===== src/rtl/bkpt_pkg.sv =====
package bkpt_pkg;
    localparam int unsigned ADDR_W    = 32;
    localparam int unsigned DATA_W    = 32;
    localparam int unsigned N_CH      = 2;
    localparam int unsigned RADDR_W   = 4;
    localparam int unsigned IDX_W     = 3;
    localparam int unsigned CH_SEL_W  = RADDR_W - IDX_W;
    localparam int unsigned WSEL_W    = 2;
    localparam int unsigned FLAG_W    = 2 * N_CH;
    localparam int unsigned QUAL_W    = 6;
    localparam int unsigned MAX_PULSE = 1 << ((1 << WSEL_W) - 1);
    localparam int unsigned CNT_W     = $clog2(MAX_PULSE + 1);
    localparam logic [3:0]  BRK_LEVEL = 4'd15;

    typedef struct packed {
        logic [1:0] dir;   // bit0 read, bit1 write
        logic [1:0] kind;  // bit0 fetch, bit1 data
        logic [1:0] bus;   // bit0 C bus, bit1 I bus
    } qual_t;

    typedef struct packed {
        logic [ADDR_W-1:0] acmp;
        logic [ADDR_W-1:0] amask;
        logic [DATA_W-1:0] dcmp;
        logic [DATA_W-1:0] dmask;
        qual_t             qual;
    } chan_cfg_t;

    typedef struct packed {
        chan_cfg_t [N_CH-1:0] ch;
        logic [WSEL_W-1:0]    wsel;
        logic                 mon;
        logic [FLAG_W-1:0]    flag;
    } unit_state_t;

    typedef enum logic [IDX_W-1:0] {
        IDX_ACMP  = 3'd0,
        IDX_AMASK = 3'd1,
        IDX_DCMP  = 3'd2,
        IDX_DMASK = 3'd3,
        IDX_QUAL  = 3'd4,
        IDX_CTRL  = 3'd6,
        IDX_CLR   = 3'd7
    } reg_idx_e;

    localparam logic [RADDR_W-1:0] CTRL_ADDR = RADDR_W'(IDX_CTRL);
    localparam logic [RADDR_W-1:0] CLR_ADDR  = RADDR_W'(IDX_CLR);
endpackage


===== src/rtl/bkpt_match.sv =====
module bkpt_match
    import bkpt_pkg::*;
(
    input  chan_cfg_t         cfg_i,
    input  logic              valid_i,
    input  logic              ibus_i,
    input  logic              fetch_i,
    input  logic              write_i,
    input  logic [ADDR_W-1:0] addr_i,
    input  logic [DATA_W-1:0] data_i,
    output logic              hit_o
);
    logic addr_ok, data_ok, armed, bus_ok, kind_ok, dir_ok;

    always_comb begin
        addr_ok = ((addr_i ^ cfg_i.acmp) & ~cfg_i.amask) == '0;
        data_ok = ((data_i ^ cfg_i.dcmp) & ~cfg_i.dmask) == '0;
        armed   = (cfg_i.qual.bus != 2'b00) && (cfg_i.qual.kind != 2'b00)
                  && (cfg_i.qual.dir != 2'b00);
        bus_ok  = ibus_i  ? cfg_i.qual.bus[1]  : cfg_i.qual.bus[0];
        kind_ok = fetch_i ? cfg_i.qual.kind[0] : cfg_i.qual.kind[1];
        dir_ok  = write_i ? cfg_i.qual.dir[1]  : cfg_i.qual.dir[0];
        hit_o   = valid_i && armed && addr_ok && data_ok && bus_ok && kind_ok && dir_ok;
    end
endmodule


===== src/rtl/bkpt_pulse.sv =====
module bkpt_pulse
    import bkpt_pkg::*;
(
    input  logic              clk,
    input  logic              rst_n,
    input  logic              start_i,
    input  logic [WSEL_W-1:0] wsel_i,
    output logic              active_o
);
    logic [CNT_W-1:0] cnt_d, cnt_q;

    always_comb begin
        cnt_d = cnt_q;
        if (start_i) begin
            cnt_d = CNT_W'(1) << wsel_i;
        end else if (cnt_q != '0) begin
            cnt_d = cnt_q - CNT_W'(1);
        end
    end

    always_ff @(posedge clk or negedge rst_n) begin
        if (!rst_n) cnt_q <= '0;
        else        cnt_q <= cnt_d;
    end

    assign active_o = (cnt_q != '0);
endmodule


===== src/rtl/dual_bkpt_unit.sv =====
module dual_bkpt_unit
    import bkpt_pkg::*;
(
    input  logic               clk,
    input  logic               rst_n,
    input  logic               reg_we,
    input  logic [RADDR_W-1:0] reg_addr,
    input  logic [DATA_W-1:0]  reg_wdata,
    input  logic               bus_valid,
    input  logic               bus_ibus,
    input  logic               bus_fetch,
    input  logic               bus_write,
    input  logic [ADDR_W-1:0]  bus_addr,
    input  logic [DATA_W-1:0]  bus_data,
    output logic               brk_req_o,
    output logic [3:0]         brk_level_o,
    output logic               trig_o,
    output logic [FLAG_W-1:0]  flag_o
);
    unit_state_t                   st_d, st_q;
    logic [N_CH-1:0]               hit;
    logic [N_CH-1:0][QUAL_W-1:0]   qual_vec;
    logic [FLAG_W-1:0]             set_vec;
    logic [FLAG_W-1:0]             clr_keep;
    reg_idx_e                      idx;

    for (genvar g = 0; g < N_CH; g++) begin : g_ch
        bkpt_match u_match (
            .cfg_i   (st_q.ch[g]),
            .valid_i (bus_valid),
            .ibus_i  (bus_ibus),
            .fetch_i (bus_fetch),
            .write_i (bus_write),
            .addr_i  (bus_addr),
            .data_i  (bus_data),
            .hit_o   (hit[g])
        );
        assign qual_vec[g] = st_q.ch[g].qual;
    end

    always_comb begin
        st_d     = st_q;
        clr_keep = '1;
        set_vec  = '0;
        idx      = reg_idx_e'(reg_addr[IDX_W-1:0]);
        if (reg_we) begin
            if (reg_addr == CTRL_ADDR) begin
                st_d.wsel = reg_wdata[WSEL_W-1:0];
                st_d.mon  = reg_wdata[WSEL_W];
            end
            if (reg_addr == CLR_ADDR) begin
                clr_keep = reg_wdata[FLAG_W-1:0];
            end
            for (int c = 0; c < N_CH; c++) begin
                if (reg_addr[RADDR_W-1 -: CH_SEL_W] == CH_SEL_W'(c)) begin
                    case (idx)
                        IDX_ACMP:  st_d.ch[c].acmp  = reg_wdata[ADDR_W-1:0];
                        IDX_AMASK: st_d.ch[c].amask = reg_wdata[ADDR_W-1:0];
                        IDX_DCMP:  st_d.ch[c].dcmp  = reg_wdata;
                        IDX_DMASK: st_d.ch[c].dmask = reg_wdata;
                        IDX_QUAL:  st_d.ch[c].qual  = qual_t'(reg_wdata[QUAL_W-1:0]);
                        default: ;
                    endcase
                end
            end
        end
        for (int c = 0; c < N_CH; c++) begin
            set_vec[2*c]   = hit[c] & ~bus_ibus;
            set_vec[2*c+1] = hit[c] &  bus_ibus;
        end
        st_d.flag = (st_q.flag & clr_keep) | set_vec;
    end

    always_ff @(posedge clk or negedge rst_n) begin
        if (!rst_n) st_q <= '0;
        else        st_q <= st_d;
    end

    bkpt_pulse u_pulse (
        .clk      (clk),
        .rst_n    (rst_n),
        .start_i  (|hit),
        .wsel_i   (st_q.wsel),
        .active_o (trig_o)
    );

    assign flag_o      = st_q.flag;
    assign brk_req_o   = (|st_q.flag) & ~st_q.mon;
    assign brk_level_o = BRK_LEVEL;
endmodule


===== config.mk =====
export PLATFORM = sky130hd
export DESIGN_NAME = dual_bkpt_unit
export DESIGN_NICKNAME = d
export VERILOG_FILES = /design/src/rtl/bkpt_pkg.sv /design/src/rtl/bkpt_match.sv /design/src/rtl/bkpt_pulse.sv /design/src/rtl/dual_bkpt_unit.sv
export SDC_FILE = /design/constraint.sdc
export NUM_CORES = 1
export LEC_CHECK = 0
export CORE_MARGIN = 1.5
export CORE_UTILIZATION = 64
export DETAILED_ROUTE_END_ITERATION = 7
export DONT_BUFFER_PORTS = 1
export GPL_ROUTABILITY_DRIVEN = 0
export HOLD_SLACK_MARGIN = 0.06
export PLACE_DENSITY_LB_ADDON = 0.3
export SKIP_LAST_GASP = 1
export SYNTH_ARGS = -nofsm -noshare
export SYNTH_HDL_FRONTEND = slang
export SYNTH_HIERARCHICAL = 1
export SYNTH_SLANG_ARGS = --single-unit

===== constraint.sdc =====
create_clock -name clk -period 3.1 [get_ports clk]
set_clock_uncertainty 0.2 [all_clocks]
set_input_delay 0 -clock clk [delete_from_list [all_inputs] [get_ports clk]]
set_output_delay 0 -clock clk [all_outputs]
set_load 0.02 [all_outputs]

==> reports/qor.txt, run 1 <==
status -> finished with violations
first-pass GRT wire length -> 46500 µm
Synth Area in Compound Gates -> 4.12%
Pins Over Slew Limit -> 0
Post-Synth Simple-Gate Area -> 3.35%
met2 Usage GRT -> 51.3%
Post CTS Setup Buffer Count -> 0
final hold slack -> -1.04 ns
DPL Wire Length -> 18800 µm
leading post-synthesis cells by cell area -> dfrtp_1, mux2_2, xnor2_1
reg-to-reg startpoint -> st_q[253]
count leader, synth -> dfrtp_1
fmax -> 341 MHz
row count -> 50
post-synth top area share -> 56.0%
Tightest Pin Transition -> 0.648 ns
Crit. End Element -> register
EDFF count, synth -> 0
aggregate negative setup slack -> 0 ns
Ys Warns -> 6
count of cell types in the netlist -> 39
CTS tree -> built
MaxCap Viol Count -> 0
IO Pins -> 117
Post-Synth Adder-Cell Area -> 0.201%
drt pass-1 iters -> 5
area delta synth->final -> 14.3%
vias in the first global route -> 8340
die width -> 143 µm
post-synthesis cell count -> 889
mux contribution to synthesized area -> 24.9%
pwr dens -> 751 mW/mm²
final core occ -> 75.4%
Hold Violations, Final -> 279
Clk pin slew, worst setup/hold paths -> 0.06 ns
crit share post-route -> 94.7%
largest family of logic cells by synthesized area -> multiplexers
CTS Buf Count -> 29
R2R setup slack -> 0.17 ns
share of cells above drive strength 1 -> 32.2%
M3 GR Usage -> 9.05%
Worst Hold Class -> primary input to async pin
die span in y -> 143 µm
largest area contributor in the netlist -> dfrtp_1
WL final -> 29800 µm
M1 GR Usage -> 37.9%
register area share after synthesis -> 56.0%
WS Path Type -> register to register
Root Driver -> clkbuf_16
drt wl/cell -> 24.3 µm
DRT iter0 DRCs -> 543
Max FO, Critical Path -> 2
Post-Synth XOR/XNOR Area -> 9.20%
total grt overflow -> 0
Async S/R FF share, synth -> 100%
reg2reg end -> flag_o[2]
Worst Setup Start Kind -> register
Fillers -> 1154
routed via count -> 7495
Worst-Skew Late Latency -> 0.55 ns
cell leakage power -> 6.00 nW
Setup violations, final -> 0
CP max stage delay -> 0.59 ns
busiest grt layer -> met2
critical path cell sequence -> xnor2_1, o22ai_1, dlygate4sd3_1, nor2_1, nand4_1, nor4_2, inv_1, o21ai_0, dlygate4sd3_1
failing checks -> negative hold slack
CTS Hold Bufs -> 55
Worst path slowest cell -> dlygate4sd3_1
Critical Path RT -> 3.38 ns
ys flop type -> dfrtp_1
Core Area -> 0.0189 mm²
Buffers on Ports -> 0
R2R depth -> 9
Max Root-Sink Buffers -> 3
ANT nets after route -> 0
syn_area_per_cell -> 14.0 µm²
pin count of the biggest net entering global routing -> 280
min Tclk post-route -> 2.93 ns
worst path arrival time -> 3.21 ns
top post-synthesis cells by count -> dfrtp_1, mux2_2, xnor2_1
initial antenna violation count -> 2
initial core utilization -> 66.0%
CP dominant cell by count -> dlygate4sd3_1
htree depth -> 1
Tot GR Track Use -> 30.5%
RSZ-0062 raised after global routing -> false
post-DR vias/cell -> 6.12
Final nets -> 1052
post_cts resized -> 0
VDD IR max -> 0.572 mV
area of the die -> 0.0203 mm²
Max-slew headroom -> 56.6%
#FFs+latches synth -> 279
detailed-route DRC error count -> 0
clock sinks -> 279
Cell Area, Synth -> 0.0125 mm²
cell type report:
type	count	area (µm²)	area share [%]
flip-flops and latches	279	6980	49.0
multi-input cells	565	5260	36.9
clock buffers	37	806	5.65
repair buffers	63	611	4.28
well taps	260	325	2.28
clock inverters	14	251	1.76
inverters	5	18.8	0.132
diodes	2	5.00	0.0351
report_power, final:
group	switching [mW]	internal (mW)	leakage [nW]
Combinational	0.757	1.15	2.04
Sequential	0.535	4.47	3.44
Clock	1.39	2.41	0.520
Total	2.69	8.02	6.00
how the worst max path moves through the flow:
stage                     start                to  slack, ns  depth (start not counted)
floorplan             st_q[116]  u_pulse/cnt_q[3]       0.89                         12
global placement    qual_vec[8]  u_pulse/cnt_q[3]       0.76                         11
detailed placement  qual_vec[8]  u_pulse/cnt_q[3]       0.65                         11
CTS                   st_q[253]         flag_o[2]       0.31                          9
global route          st_q[253]         flag_o[2]       0.01                          9
finish                st_q[253]         flag_o[2]       0.17                          9
cells by family (layout without fill, tap and decap cells):
group                    count (synthesis)  in the layout
AO/OA/AOI/OAI                           77             77
XOR/XNOR                               131            131
adder cells (fa/ha/maj)                  2              2
buffers and inverters                   48            119
flip-flops                             279            279
multiplexers                           276            276
other                                    1              6
AND/OR/NAND/NOR                         75             75
layer usage:
metal | wire (µm) | share of wire [%]
met1 | 11700 | 39
met4 | 792 | 2.7
met3 | 2450 | 8.2
met2 | 14800 | 50
met5 | 0 | 0
placed cells by master, fill, tap and decap left out, types with 8 or more instances in the layout:
cell and count:
nor2_1 32, buf_4 8, mux2_1 33, o22ai_1 61
dfrtp_1 279, xnor2_1 130, dlygate4sd3_1 55, mux2_2 238
clkbuf_16 29, nand2_1 9
critical path, delay by kind of cell (launching register included):
kind	cells	cell delay, ns
buffers and inverters	3	1.26
and+or+nand+nor	3	0.56
xor gates and xnor gates	1	0.15
DFF	1	0.39
AOI/OAI and AO/OA	2	0.31
metrics by stage:
stage / worst slack (ns) / instances / hold slack [ns] / instance area, µm² / total power, mW
CTS: 0.308 / 1223 / -1.06 / 14200 / 10.7
global placement: 0.761 / 1117 / -0.482 / 12600 / 6.62
finish: 0.165 / 1225 / -1.04 / 14300 / 10.7
detailed placement: 0.650 / 1117 / -0.482 / 12600 / 6.79
floorplan: 0.891 / 892 / -0.496 / 12500 / 6.33
global route: 0.0103 / 1225 / -1.06 / 14300 / 11.1
state kept, by name (all words and copies together) (netlist names):
name and flops:
u_pulse/cnt_q 4, st_q 259, flag_o 4, qual_vec 12
No activity file was read; power rests on OpenSTA's default activity.
==> run 2: changes to the inputs <==
Settings changed: HOLD_SLACK_MARGIN 0.06 to 0.03.
==> reports/qor.txt, run 2 (synthesis gave the netlist of run 1 again) <==
pin count of the biggest net entering global routing -> 280 (unchanged)
CTS Hold Bufs -> 53 (was 55)
cell leakage power -> 5.99 nW (was 6.00 nW)
post_cts resized -> 0 (unchanged)
min Tclk post-route -> 2.93 ns (about the same)
Max Root-Sink Buffers -> 3 (unchanged)
Tightest Pin Transition -> 0.628 ns (was 0.648 ns)
Core Area -> 0.0189 mm² (unchanged)
final core occ -> 75.3% (was 75.4%)
routed via count -> 7483 (was 7495)
CP bufs+invs -> 3 (unchanged)
post-DR vias/cell -> 6.12 (about the same)
pwr dens -> 752 mW/mm² (was 751 mW/mm²)
Setup violations, final -> 0 (unchanged)
Worst path slowest cell -> dlygate4sd3_1 (unchanged)
IO Pins -> 117 (unchanged)
drt pass-1 iters -> 5 (unchanged)
reg2reg end -> flag_o[2] (unchanged)
CP max stage delay -> 0.59 ns (about the same)
area delta synth->final -> 14.1% (was 14.3%)
die span in y -> 143 µm (unchanged)
initial core utilization -> 66.0% (unchanged)
Worst Hold Class -> primary input to async pin (unchanged)
most frequent cells in the layout -> dfrtp_1, mux2_2, xnor2_1, o22ai_1, dlygate4sd3_1 (unchanged)
worst path arrival time -> 3.21 ns (about the same)
fmax -> 341 MHz (about the same)
CP dominant cell by count -> dlygate4sd3_1 (unchanged)
RSZ-0062 raised after global routing -> false (unchanged)
WL final -> 29700 µm (was 29800 µm)
failing checks -> negative hold slack (unchanged)
Tot GR Track Use -> 30.5% (about the same)
status -> finished with violations (unchanged)
Buffers on Ports -> 0 (unchanged)
Clk pin slew, worst setup/hold paths -> 0.06 ns (about the same)
critical path cell sequence -> xnor2_1, o22ai_1, dlygate4sd3_1, nor2_1, nand4_1, nor4_2, inv_1, o21ai_0, dlygate4sd3_1 (unchanged)
max reg flops -> 259 (unchanged)
detailed-route DRC error count -> 0 (unchanged)
MaxCap Viol Count -> 0 (unchanged)
R2R setup slack -> 0.17 ns (about the same)
clock sinks -> 279 (unchanged)
commonest non-fill, non-tap cell in the layout -> dfrtp_1 (unchanged)
Largest Register -> st_q (unchanged)
Post CTS Setup Buffer Count -> 0 (unchanged)
share of cells above drive strength 1 -> 32.3% (was 32.2%)
htree depth -> 1 (unchanged)
Worst-Skew Late Latency -> 0.55 ns (about the same)
drt wl/cell -> 24.3 µm (about the same)
die width -> 143 µm (unchanged)
R2R depth -> 9 (unchanged)
Max-slew headroom -> 58.0% (was 56.6%)
aggregate negative setup slack -> 0 ns (unchanged)
WS Path Type -> register to register (unchanged)
crit share post-route -> 94.6% (was 94.7%)
first-pass GRT wire length -> 46400 µm (was 46500 µm)
delay-heaviest family, CP -> buffers and inverters (unchanged)
total power -> 10.7 mW (about the same)
ANT nets after route -> 0 (unchanged)
CTS tree -> built (unchanged)
Critical Path RT -> 3.38 ns (about the same)
DPL Wire Length -> 18800 µm (unchanged)
reg-to-reg startpoint -> st_q[253] (unchanged)
Max FO, Critical Path -> 2 (unchanged)
area of the die -> 0.0203 mm² (unchanged)
Crit. End Element -> register (unchanged)
vias in the first global route -> 8333 (was 8340)
VDD IR max -> 0.573 mV (was 0.572 mV)
DRT iter0 DRCs -> 486 (was 543)
initial antenna violation count -> 2 (unchanged)
Pins Over Slew Limit -> 0 (unchanged)
Root Driver -> clkbuf_16 (unchanged)
Hold Violations, Final -> 279 (unchanged)
Final nets -> 1050 (was 1052)
row count -> 50 (unchanged)
total grt overflow -> 0 (unchanged)
Worst Setup Start Kind -> register (unchanged)
final hold slack -> -1.04 ns (about the same)
CTS Buf Count -> 29 (unchanged)
==> run 2: layout make-up <==
class	instances	area (µm²)
Sequential cell	279	6980
Multi-Input combinational cell	565	5260
Fill cell	1155	4660
Clock buffer	37	806
Timing Repair Buffer	61	591
Tap cell	260	325
Clock inverter	14	251
Inverter	5	18.8
Antenna cell	2	5.00
==> run 2: per-stage QoR <==
stage	setup WS (ns)	cell area [µm²]	hold slack [ns]	cells
after detailed placement	0.650	12600	-0.482	1117
after global placement	0.761	12600	-0.482	1117
after floorplan	0.891	12500	-0.496	892
after CTS	0.308	14200	-1.06	1221
after global routing	0.0102	14200	-1.06	1223
final	0.167	14200	-1.04	1223
==> run 2: per-layer routing <==
metal	GRT usage, %	wire [µm]	share of wire, %
met1	37.9	11800	40
met4	10.6	896	3.0
met5	0	0	0
met3	9.05	2440	8.2
met2	51.0	14600	49
==> run 2: worst max path at each step <==
stage / start / to / slack, ns / cells past startpoint
floorplan: st_q[116] / u_pulse/cnt_q[3] / 0.89 / 12
global placement: qual_vec[8] / u_pulse/cnt_q[3] / 0.76 / 11
detailed placement: qual_vec[8] / u_pulse/cnt_q[3] / 0.65 / 11
CTS: st_q[253] / flag_o[2] / 0.31 / 9
global route: st_q[253] / flag_o[2] / 0.01 / 9
finish: st_q[253] / flag_o[2] / 0.17 / 9
==> run 2: power by group <==
part           internal [mW]  switching, mW  leakage [nW]
logic                   1.14          0.757          2.03
clock network           2.41           1.39         0.520
registers               4.47          0.537          3.44
